[src/rtl/fp_addsub.sv]
module fp_addsub #(
  parameter int EW = 8,
  parameter int FW = 23
) (
  input  logic          clk,
  input  logic          rst_n,
  input  logic          in_valid,
  input  logic [EW+FW:0] op_a,
  input  logic [EW+FW:0] op_b,
  input  logic          op_sub,
  output logic          out_valid,
  output logic [EW+FW:0] result,
  output logic          overflow,
  output logic          underflow
);
  localparam int W  = EW + FW + 1;
  localparam int MW = FW + 1;
  localparam int GW = MW + 3;
  localparam int XW = 2 * MW + 3;
  localparam logic [EW-1:0] EMAX = '1;
  localparam logic [EW-1:0] SH_CAP = EW'(MW + 2);
  localparam logic [W-1:0] QNAN = {1'b0, EMAX, 1'b1, {(FW-1){1'b0}}};

  logic          sa, sb;
  logic [EW-1:0] xa, xb;
  logic [FW-1:0] fa, fb;
  logic          a_nan, b_nan, a_inf, b_inf;

  assign sa = op_a[W-1];
  assign sb = op_b[W-1] ^ op_sub;
  assign xa = op_a[W-2:FW];
  assign xb = op_b[W-2:FW];
  assign fa = op_a[FW-1:0];
  assign fb = op_b[FW-1:0];
  assign a_nan = (xa == EMAX) && (fa != '0);
  assign b_nan = (xb == EMAX) && (fb != '0);
  assign a_inf = (xa == EMAX) && (fa == '0);
  assign b_inf = (xb == EMAX) && (fb == '0);

  logic          a_big, big_s;
  logic [EW-1:0] big_x, sml_x, big_e, sml_e, diff, shamt;
  logic [FW-1:0] big_f, sml_f;
  logic [MW-1:0] big_m, sml_m;
  logic [XW-1:0] wide;
  logic [GW-1:0] al_b, al_s;
  logic [GW:0]   sum;

  assign a_big = op_a[W-2:0] >= op_b[W-2:0];
  assign big_s = a_big ? sa : sb;
  assign big_x = a_big ? xa : xb;
  assign sml_x = a_big ? xb : xa;
  assign big_f = a_big ? fa : fb;
  assign sml_f = a_big ? fb : fa;
  assign big_e = (big_x == '0) ? EW'(1) : big_x;
  assign sml_e = (sml_x == '0) ? EW'(1) : sml_x;
  assign big_m = {big_x != '0, big_f};
  assign sml_m = {sml_x != '0, sml_f};
  assign diff  = big_e - sml_e;
  assign shamt = (diff > SH_CAP) ? SH_CAP : diff;
  assign wide  = {sml_m, {(MW+3){1'b0}}} >> shamt;
  assign al_b  = {big_m, 3'b000};
  assign al_s  = {wide[XW-1:MW+1], |wide[MW:0]};
  assign sum   = (sa ^ sb) ? ({1'b0, al_b} - {1'b0, al_s})
                           : ({1'b0, al_b} + {1'b0, al_s});

  logic [EW:0]   e0, en, e2;
  logic [GW-1:0] nrm;
  int            lz, lim, sh;

  assign e0 = {1'b0, big_e};

  always_comb begin
    lz = GW;
    for (int i = 0; i < GW; i++)
      if (sum[i]) lz = GW - 1 - i;
    lim = int'(e0) - 1;
    sh  = (lz < lim) ? lz : lim;
    if (sum[GW]) begin
      nrm = {sum[GW:2], sum[1] | sum[0]};
      en  = e0 + 1'b1;
    end else begin
      nrm = sum[GW-1:0] << sh;
      en  = e0 - (EW+1)'(sh);
    end
  end

  logic          up, hid, ovf;
  logic [MW:0]   rnd;
  logic [FW-1:0] frc;
  logic [EW-1:0] fin_x;

  assign up    = nrm[2] & (nrm[1] | nrm[0] | nrm[3]);
  assign rnd   = {1'b0, nrm[GW-1:3]} + {{MW{1'b0}}, up};
  assign e2    = rnd[MW] ? en + 1'b1 : en;
  assign hid   = rnd[MW] | rnd[FW];
  assign frc   = rnd[MW] ? '0 : rnd[FW-1:0];
  assign ovf   = hid && (e2 >= {1'b0, EMAX});
  assign fin_x = hid ? e2[EW-1:0] : '0;

  logic [W-1:0] nxt_res;
  logic         nxt_ovf, nxt_unf;

  always_comb begin
    nxt_ovf = 1'b0;
    nxt_unf = 1'b0;
    if (a_nan || b_nan || (a_inf && b_inf && (sa != sb)))
      nxt_res = QNAN;
    else if (a_inf)
      nxt_res = {sa, EMAX, {FW{1'b0}}};
    else if (b_inf)
      nxt_res = {sb, EMAX, {FW{1'b0}}};
    else if (sum == '0)
      nxt_res = {sa & sb, {(W-1){1'b0}}};
    else if (ovf) begin
      nxt_res = {big_s, EMAX, {FW{1'b0}}};
      nxt_ovf = 1'b1;
    end else begin
      nxt_res = {big_s, fin_x, frc};
      nxt_unf = !hid && (frc != '0);
    end
  end

  always_ff @(posedge clk or negedge rst_n) begin
    if (!rst_n) begin
      out_valid <= 1'b0;
      result    <= '0;
      overflow  <= 1'b0;
      underflow <= 1'b0;
    end else begin
      out_valid <= in_valid;
      if (in_valid) begin
        result    <= nxt_res;
        overflow  <= nxt_ovf;
        underflow <= nxt_unf;
      end
    end
  end
endmodule

[config.mk]
export PLATFORM = sky130hd
export DESIGN_NAME = fp_addsub
export DESIGN_NICKNAME = d
export VERILOG_FILES = /design/src/rtl/fp_addsub.sv
export SDC_FILE = /design/constraint.sdc
export NUM_CORES = 1
export LEC_CHECK = 0
export BUFFER_PORTS_ARGS = -buffer_cell sky130_fd_sc_hd__buf_2
export CORE_UTILIZATION = 33
export CTS_CLUSTER_DIAMETER = 120
export DETAILED_ROUTE_END_ITERATION = 6
export PLACE_DENSITY = 0.59
export REMOVE_ABC_BUFFERS = 1
export SETUP_SLACK_MARGIN = 0.1
export SYNTH_ARGS = -nofsm -noshare
export SYNTH_HDL_FRONTEND = slang
export SYNTH_SLANG_ARGS = --single-unit
[constraint.sdc]
create_clock -name clk -period 1.55 [get_ports clk]
set_input_delay 0.0775 -clock clk [delete_from_list [all_inputs] [get_ports clk]]
set_output_delay 0.0775 -clock clk [all_outputs]
set_load 0.005 [all_outputs]
==> flow_summary.yaml <==
outcome:
  status: "complete, but fails checks"
  violations: "negative setup slack"
pwr:
  peakVddDrop_uv: 1170
  total_power_mw: 41.8
  power_leakage_nw: 11.6
  power_density_mw_per_mm2: 1670
setup_path:
  critPathMaxFanout: 8
  slowest_stage: "a2111o_1"
  cp_data_arrival_time_ns: 14.18
  start_kind: "input port"
  path_buf_inv: 11
  cp_common_cell: "a21oi_2"
  path_class: "in -> reg"
  worstSetupEndpointType: "register"
  crit_family: "simple AND/OR/NAND/NOR gates"
  cpPeakStageDelay_ns: 0.57
  required_ns: 1.71
yosys:
  synth_top_area_share_pct: 9.31
  yosysWarnings: 0
  synth_flop_cell: "dfrtp_1"
  synth_top_area_cell: "ha_1"
  ys_top_cells_by_area: "ha_1 (9.3%), dfrtp_1 (6.2%), a21oi_1 (6.0%)"
  ys_async_sr_fraction_pct: 100
  syn_area_mm2: 0.0141
  syn_area_per_cell_um2: 6.81
  syn-instance-count: 2071
  yosysSeqAreaShare_pct: 6.21
  synth_edf_count: 0
  synth_cell_types: 129
  synth-seq-cells: 35
detailed_routing:
  routedWlPerCell_um: 21.5
  drt_iter0_markers: 1762
  drc: 0
  avgViaCountPerCell: 5.89
  vias: 21400
  drt-total-wl_um: 78100
  antenna_left: 0
  first_pass_iters: 7
timing:
  rsz0062_at_grt: "true"
  period_share_pct: 905
  finalHoldViolCount: 0
  fin_skew_ns: 0
  fmax_ghz: 0.0713
  setup_ws_ns: -12.47
  layout_min_cycle_time_ns: 14.02
  final_max_slew_viol_count: 0
  setup_viol: 34
  tightest_slew_ns: 0.885
  slew_headroom_pct: 40.5
worst_hold_path:
  hold_path.class: "in -> reg"
floorplanning:
  fp.dieArea_mm2: 0.0436
  core_mm2: 0.0420
  io_pins: 103
  initial_utilization_pct: 33.6
  num_rows: 75
  die_w_um: 209
  die_y_um: 209
grt:
  grt_max_degree: 68
  grt_pass1_vias: 21100
  grt_pass1_wl_um: 116000
  antenna_found_initial: 0
  grt.overflow.total: 0
  grt_usage_pct: 33.3
placed_design:
  io_buffer_count: 102
  placed_area_mm2: 0.0217
  place_congestion: 1.05
  post-dp-hpwl_um: 62000
cts:
  cts_root_buffer: "clkbuf_16"
  clock-sinks: 35
  cts_buffers: 5
  clk_path_buf_depth: 2
  clk_pin_slew_ns: 0.06
  clk_latency_ns: 0.28
  cts_tree: "yes"
  htreeDepth: 2
cells_and_area:
  final_cell_area_mm2: 0.0250
  nFillCells: 3755
  final_common_cell: "buf_4"
  diodes: 0
  final_cell_mix: "buf_4 (970), nand2_1 (199), nor2_1 (167), a21oi_1 (145), inv_1 (110)"
  nets: 3269
  drive_gt1_share_pct: 49.4
  syn2layout_area_growth_pct: 77.2
run:
  max-cap-violations: 0
-- stage by stage --
stage	instances	utilization [%]	worst slack (ns)	hold slack, ns	TNS [ns]
final	3633	59.5	-12.47	0.156	-416.88
after global routing	3633	59.5	-13.03	0.154	-435.01
after CTS	3575	55.8	-12.08	0.141	-404.80
after detailed placement	3502	51.7	-13.85	0.199	-462.97
after global placement	3502	51.7	-13.56	0.177	-454.15
after floorplan	1951	-	-16.29	-0.218	-534.85
-- kinds of logic after synthesis --
family,Yosys count,share of synthesized area [%]
xor gates and xnor gates,61,3.95
muxes,68,5.11
and+or+nand+nor,803,29.1
adders and majority gates,109,9.81
AOI/OAI and AO/OA,743,38.1
DFF,35,6.21
buffers and inverters,252,7.81
-- power by group --
part | switching (mW) | internal (mW)
Clock | 0.385 | 0.757
Sequential | 0.235 | 1.36
Combinational | 19.8 | 19.3
Total | 20.4 | 21.4
-- final timing paths --
check,start,depth (start not counted),slack [ns],to
setup / recovery,op_b[14],70,-12.47,result[15]
hold / removal,in_valid,2,0.16,out_valid
setup reg to reg,underflow,5,0.13,underflow
hold reg to reg,result[7],2,0.49,result[7]
max in group asynchronous,rst_n,2,0.63,result[31]
min in group asynchronous,rst_n,2,0.41,result[2]
-- layout make-up --
cell class	count	area (µm²)	share of cell area, %
Clock inverter	3	43.8	0.175
Timing Repair Buffer	1133	8700	34.8
Tap cell	539	674	2.70
Multi-Input combinational cell	1786	14100	56.3
Inverter	132	503	2.01
Clock buffer	5	125	0.500
Sequential cell	35	876	3.50
-- synth_stat cells (9+ instances only) --
cell	n
nand2_1	210
nor2_1	182
a21oi_1	170
inv_1	127
ha_1	105
o21ai_0	105
nor3_1	74
nand3_1	70
a211oi_1	68
clkbuf_1	62
mux2i_1	54
nand4_1	38
nor4_1	37
a21o_1	36
xnor2_1	36
dfrtp_1	35
o211ai_1	34
and3_1	29
buf_2	29
o22ai_1	23
xor2_1	22
and2_1	21
a31oi_1	19
a22o_1	18
nand2b_1	17
o21bai_1	17
o31ai_1	17
o21a_1	15
or2_2	15
nor2b_1	14
o221ai_1	13
or3_1	13
a22oi_1	12
buf_6	12
a221oi_1	11
mux2_2	11
a211o_1	10
nand3b_1	10
o2111ai_1	10
o21ai_1	10
o32ai_1	10
buf_1	9
or4_1	9
-- flip-flops by register name, indices dropped and copies added (netlist names) --
register   count
overflow       1
underflow      1
result        32
out_valid      1
-- routing by layer --
layer / vias up / track usage, % / wire, µm
met5: - / 0 / 0
met2: 944 / 58.3 / 37600
met1: 10200 / 39.1 / 30500
met4: 0 / 20.4 / 5640
li1: 9956 / - / -
met3: 276 / 3.40 / 4370
-- timing repair --
action | 4_1_cts | 5_1_grt
resized for setup | 211 | 223
setup buffers | 61 | 60
pin swaps | 80 | 159
endpoints found under the setup margin | 34 | 34
endpoints found under the hold margin | 35 | 0
hold buffers | 1 | 0
cloned | 3 | 1
No activity file was read; power rests on OpenSTA's default activity.
